File: src/rtl/irq_fold_pkg.sv
package irq_fold_pkg;
    localparam int unsigned BUS_AW = 8;
    localparam int unsigned BUS_DW = 32;

    typedef enum logic [2:0] {
        SEL_NONE,
        SEL_STAT,
        SEL_ACK,
        SEL_DSTAT,
        SEL_DSET,
        SEL_DCLR
    } reg_sel_e;

    function automatic reg_sel_e decode(input logic [BUS_AW-1:0] addr, input bit latched);
        reg_sel_e sel;
        sel = SEL_NONE;
        if (latched) begin
            case (addr)
                8'h00: sel = SEL_STAT;
                8'h08: sel = SEL_ACK;
                8'h0C: sel = SEL_DSTAT;
                8'h10: sel = SEL_DSET;
                8'h14: sel = SEL_DCLR;
                default: sel = SEL_NONE;
            endcase
        end else begin
            case (addr)
                8'h00: sel = SEL_STAT;
                8'h04: sel = SEL_DSTAT;
                8'h08: sel = SEL_DSET;
                8'h0C: sel = SEL_DCLR;
                default: sel = SEL_NONE;
            endcase
        end
        return sel;
    endfunction
endpackage

File: src/rtl/irq_fold_sync.sv
module irq_fold_sync #(
    parameter int unsigned NSRC       = 32,
    parameter int unsigned SYNC_DEPTH = 2
) (
    input  logic            clk_i,
    input  logic            rst_ni,
    input  logic [NSRC-1:0] src_i,
    output logic [NSRC-1:0] lvl_o,
    output logic [NSRC-1:0] rise_o
);
    typedef struct packed {
        logic [SYNC_DEPTH-1:0][NSRC-1:0] chain;
        logic [NSRC-1:0]                 prev;
    } sync_t;

    sync_t st_d, st_q;

    always_comb begin
        st_d          = st_q;
        st_d.chain[0] = src_i;
        for (int k = 1; k < SYNC_DEPTH; k++) begin
            st_d.chain[k] = st_q.chain[k-1];
        end
        st_d.prev = st_q.chain[SYNC_DEPTH-1];
    end

    always_ff @(posedge clk_i or negedge rst_ni) begin
        if (!rst_ni) st_q <= '0;
        else         st_q <= st_d;
    end

    assign lvl_o  = st_q.chain[SYNC_DEPTH-1];
    assign rise_o = st_q.chain[SYNC_DEPTH-1] & ~st_q.prev;
endmodule

File: src/rtl/irq_fold_pend.sv
module irq_fold_pend #(
    parameter int unsigned NSRC    = 32,
    parameter bit          LATCHED = 1'b1
) (
    input  logic            clk_i,
    input  logic            rst_ni,
    input  logic [NSRC-1:0] lvl_i,
    input  logic [NSRC-1:0] rise_i,
    input  logic [NSRC-1:0] ack_i,
    output logic [NSRC-1:0] status_o
);
    generate
        if (LATCHED) begin : g_capture
            typedef struct packed {
                logic [NSRC-1:0] pend;
            } pend_t;

            pend_t pd_d, pd_q;

            always_comb begin
                pd_d      = pd_q;
                // a fresh edge overrides an acknowledge in the same cycle
                pd_d.pend = (pd_q.pend & ~ack_i) | rise_i;
            end

            always_ff @(posedge clk_i or negedge rst_ni) begin
                if (!rst_ni) pd_q <= '0;
                else         pd_q <= pd_d;
            end

            logic [NSRC-1:0] unused_lvl;
            assign unused_lvl = lvl_i;
            assign status_o   = pd_q.pend;
        end else begin : g_live
            logic [2*NSRC+1:0] unused_in;
            assign unused_in = {rise_i, ack_i, clk_i, rst_ni};
            assign status_o  = lvl_i;
        end
    endgenerate
endmodule

File: src/rtl/irq_fold_mask.sv
module irq_fold_mask #(
    parameter int unsigned NSRC = 32
) (
    input  logic            clk_i,
    input  logic            rst_ni,
    input  logic [NSRC-1:0] set_i,
    input  logic [NSRC-1:0] clr_i,
    output logic [NSRC-1:0] mask_o
);
    typedef struct packed {
        logic [NSRC-1:0] dis;
    } mask_t;

    mask_t mk_d, mk_q;

    always_comb begin
        mk_d     = mk_q;
        mk_d.dis = (mk_q.dis | set_i) & ~clr_i;
    end

    always_ff @(posedge clk_i or negedge rst_ni) begin
        if (!rst_ni) mk_q <= '{dis: '1};
        else         mk_q <= mk_d;
    end

    assign mask_o = mk_q.dis;
endmodule

File: src/rtl/irq_fold.sv
module irq_fold
    import irq_fold_pkg::*;
#(
    parameter int unsigned NSRC       = 32,
    parameter int unsigned SYNC_DEPTH = 2,
    parameter bit          LATCHED    = 1'b1
) (
    input  logic              clk_i,
    input  logic              rst_ni,
    input  logic [NSRC-1:0]   src_i,
    input  logic [BUS_AW-1:0] bus_addr_i,
    input  logic              bus_we_i,
    input  logic [BUS_DW-1:0] bus_wdata_i,
    input  logic              bus_re_i,
    output logic [BUS_DW-1:0] bus_rdata_o,
    output logic              irq_o
);
    localparam int unsigned PAD_W = BUS_DW - NSRC;

    reg_sel_e        sel_w;
    logic [NSRC-1:0] wbits_w;
    logic [NSRC-1:0] lvl_w, rise_w, ack_w, dset_w, dclr_w;
    logic [NSRC-1:0] status_w, mask_w;

    assign sel_w   = decode(bus_addr_i, LATCHED);
    assign wbits_w = bus_wdata_i[NSRC-1:0];

    always_comb begin
        ack_w  = '0;
        dset_w = '0;
        dclr_w = '0;
        if (bus_we_i) begin
            case (sel_w)
                SEL_ACK:  ack_w  = wbits_w;
                SEL_DSET: dset_w = wbits_w;
                SEL_DCLR: dclr_w = wbits_w;
                default: ;
            endcase
        end
    end

    irq_fold_sync #(.NSRC(NSRC), .SYNC_DEPTH(SYNC_DEPTH)) u_sync (
        .clk_i (clk_i),
        .rst_ni(rst_ni),
        .src_i (src_i),
        .lvl_o (lvl_w),
        .rise_o(rise_w)
    );

    irq_fold_pend #(.NSRC(NSRC), .LATCHED(LATCHED)) u_pend (
        .clk_i   (clk_i),
        .rst_ni  (rst_ni),
        .lvl_i   (lvl_w),
        .rise_i  (rise_w),
        .ack_i   (ack_w),
        .status_o(status_w)
    );

    irq_fold_mask #(.NSRC(NSRC)) u_mask (
        .clk_i (clk_i),
        .rst_ni(rst_ni),
        .set_i (dset_w),
        .clr_i (dclr_w),
        .mask_o(mask_w)
    );

    always_comb begin
        bus_rdata_o = '0;
        if (bus_re_i) begin
            case (sel_w)
                SEL_STAT:  bus_rdata_o = BUS_DW'(status_w);
                SEL_DSTAT: bus_rdata_o = BUS_DW'(mask_w);
                default:   bus_rdata_o = '0;
            endcase
        end
    end

    generate
        if (PAD_W > 0) begin : g_pad
            logic [BUS_DW-1:0] unused_wdata;
            assign unused_wdata = bus_wdata_i;
        end
    endgenerate

    assign irq_o = |(status_w & ~mask_w);
endmodule

File: config.mk
export PLATFORM = sky130hd
export DESIGN_NAME = irq_fold
export DESIGN_NICKNAME = d
export VERILOG_FILES = /design/src/rtl/irq_fold_pkg.sv /design/src/rtl/irq_fold_sync.sv /design/src/rtl/irq_fold_pend.sv /design/src/rtl/irq_fold_mask.sv /design/src/rtl/irq_fold.sv
export SDC_FILE = /design/constraint.sdc
export NUM_CORES = 1
export LEC_CHECK = 0
export ABC_AREA = 1
export BUFFER_PORTS_ARGS = -buffer_cell sky130_fd_sc_hd__buf_2
export CAP_MARGIN = 25
export CORE_MARGIN = 4
export CORE_UTILIZATION = 55
export CTS_BUF_LIST = sky130_fd_sc_hd__clkbuf_8
export DETAILED_ROUTE_END_ITERATION = 6
export GPL_TIMING_DRIVEN = 0
export PLACE_DENSITY = 0.87
export SLEW_MARGIN = 20
export SYNTH_ARGS = -nofsm -noshare
export SYNTH_HDL_FRONTEND = slang
export SYNTH_SLANG_ARGS = --single-unit
File: constraint.sdc
create_clock -name clk_i -period 2.3 [get_ports clk_i]
set_clock_uncertainty 0.15 [all_clocks]
set_input_delay 0.46 -clock clk_i [delete_from_list [all_inputs] [get_ports clk_i]]
set_output_delay 0.46 -clock clk_i [all_outputs]
set_load 0.01 [all_outputs]
==> results.md <==
* Status: finished, violations left
* Failing checks: setup timing
* Crit Path Class: reg -> out
* Routed Antenna Nets at 0
* RR Startpoint: u_mask.mask_o[4]
* CTS clk-pin slew, worst paths at around 0.090 ns
* Clock buffer depth at 2
* Post-DP HPWL at between 9000 and 10000 um
* GRT Total Usage at 23.2%
* Vias at roughly 5000
* RSZ-0062 raised after global routing: true
* Worst relative slew slack at between 60% and 70%
* Asr flop ratio synth at 100%
* WL per Instance at roughly 15 um
* Port Buf Inserts at around 110
* Reg-to-Reg End: u_mask.mask_o[4]
* Initial drt markers at roughly 470
* Tightest Pin Transition at between 0.5 and 0.6 ns
* Cell area power density at 687 mW/mm2
* Via/cell ratio at 5.07
* Top cells by count, synth: nand2_1, dfrtp_1, inv_1, a21oi_1, nor2_1
* 1st-pass router iterations at 5
* Reg2Reg Setup Slack at roughly 1.2 ns
* Total power at 5.45 mW
* Area of the multi-input gates at approximately 0.0019 mm2
* Yosys Warn Count at 0
* Final WS setup at -0.0160 ns
* Dpl cell area at 0.00712 mm2
* Area of the mapped netlist at ~0.0064 mm2
* R2r worst-path depth at 3
* Setup crit end kind: output pin
* Min Tclk post-route at approximately 2.3 ns
* Pin count of the biggest net entering global routing at between 80 and 90
* # rows at 39
* Synth cell types at 18
* GR Overflow Total at 0
* Hold Vio Cnt, Final at 0
* Placer's final routability congestion estimate at 0.858
* Initial antenna violation count at 0
* Synth top area share at 50.3%
* Post-synthesis sequential area ratio at a little under two thirds
* Post-synth top area cell: dfrtp_1
* CTS tree: done
* Core area at approximately 0.011 mm2
* WP data arrival at ~1.7 ns
* Min-Delay Path Class: in -> reg
* Placed instance count at between 900 and 1000
* Diode count at 0
* CTS sink count at 160
* Layout Nets at 903
* WL final at roughly 15000 um
* Final setup fails at 1
* Primary FF master, synth: dfrtp_1
* Drt drc at 0
* CTS root buf: clkbuf_8
* Crit path capture: irq_o
* Cts bufs inserted at 17
* # Max-Cap Violations at 0
* Die Span X at between 100 and 150 um
* Mapped Cells at 661
* Die H at 116 um
* Slew Limit Fails at 0
* Critical Path Source Type: register
* Initial Utilization at about 56%
* Fraction of layout cells with a size suffix above 1 at a little over a quarter
* Leakage power at 3.81 nW
* Clock latency on the worst-skew pair at 0.46 ns
* DIE AREA at about 0.013 mm2
* H-tree depth at 4
* Final cell count without fillers at a little under 1000
* Global-route wire length before repair at 23500 um
* Post-synthesis net count at about 740
* CP max FO at 2
* Worst vdd ir at between 0.5 and 0.6 mV
* Vias in the first global route at between 4000 and 5000
* Register Area at between 0.004 and 0.005 mm2
* Most common cell in the synthesized netlist: nand2_1
* Mean area per synthesized cell at approximately 9.6 um2
* Number of synthesized flops with an enable pin at 0
* Post-synthesis sequential element count at 160
* Fillcell total at 882
* Cell area after layout at 0.00792 mm2
* Io pins at between 100 and 150
* Top post-synthesis cells by area: dfrtp_1, dfstp_2, nand2_1
* Post-place setup slack at approximately 0.025 ns
* Area added between synthesis and finish at 24.5%
* Final Cycle Share at 101%
* CP Data Required Time at 1.69 ns
* Max frequency at between 400 and 500 MHz
* Critical Path Start: u_mask.mask_o[8]
-- what timing repair did --
action / CTS / global route
hold buffers: 33 / 0
endpoints found under the hold margin: 97 / 0
gates resized for setup: 4 / 17
setup buffers: 1 / 4
pin swaps: 5 / 11
endpoints found under the setup margin: 1 / 10
-- kinds of logic (layout without fill, tap and decap cells) --
kind of cell    count (synthesis)  after routing  share of synthesized area, %
simple gates                  306            306                          21.4
flops                         160            160                          63.5
buf+inv                        99            278                          7.51
compound gates                 96             96                          7.55
-- cell type report --
class	count	share of cell area, %
timing repair buffer	147	11.9
buffer	27	2.80
clock inverter	12	1.50
inverter	72	3.43
tap	143	2.26
multi-input combinational	402	23.6
sequential	160	51.1
clock buffer	20	3.47
-- how the worst min path moves through the flow --
stage,end,startpoint,cells past startpoint,slack [ns]
floorplan,u_pend.status_o[0],rst_ni,0,0.01
global placement,u_sync.lvl_o[6],u_sync.st_d[70],0,0.18
detailed placement,u_sync.lvl_o[12],u_sync.st_d[76],0,0.18
CTS,u_mask.mask_o[15],bus_wdata_i[15],4,0.12
global route,u_mask.mask_o[12],bus_wdata_i[12],4,0.14
finish,u_mask.mask_o[15],bus_wdata_i[15],4,0.14
-- metrics by stage --
| stage | TNS (ns) | util (%) | hold WS (ns) |
|---|---|---|---|
| 5_1_grt | -0.117 | 69.7 | 0.144 |
| 3_3_place_gp | -230.93 | 62.3 | 0.182 |
| 3_5_place_dp | 0 | 62.6 | 0.185 |
| 6_report | -0.0160 | 69.7 | 0.144 |
| 4_1_cts | -0.0495 | 69.1 | 0.125 |
| 2_1_floorplan | 0 | - | 0.0144 |
-- layer usage --
layer  wire [um]  vias up  track usage [%]
met4         280        0             8.84
met2        7340      164             37.7
met1        6110     2396             30.3
met3         886       23             5.85
met5           0        -                0
li1            -     2405                -
-- worst max-delay path: stages, from the launching register on --
cell and delay, ns:
dfstp_2 0.55, inv_2 0.04, nand2_1 0.05, nand2_1 0.07
nor2_1 0.11, nand2_1 0.07, nor2_2 0.15, nand2_1 0.08
buf_2 0.14
-- power by group --
group	leakage, nW	switching [mW]	internal (mW)
clock network	0.208	0.987	1.04
logic	1.87	0.252	0.179
registers	1.74	0.0464	2.95
-- cells in the final DEF, fill, tap and decap left out, drive strengths merged --
cell type and instances:
nand2 190, buf 132, dfrtp 128, inv 74, a21oi 64, nor2 51, nand3 33, dlygate4sd3 33
nand3b 32, dfstp 32, o21ai 32, clkbuf 29, clkinv 6, bufinv 2, clkinvlp 2
-- state kept, by name (all words and copies together), names as in the netlist --
signal	count
u_sync.st_q	32
u_pend.status_o	32
u_mask.mask_o	32
u_sync.lvl_o	32
u_sync.st_d	32
Note: power is estimated with default switching activity, not from simulation.
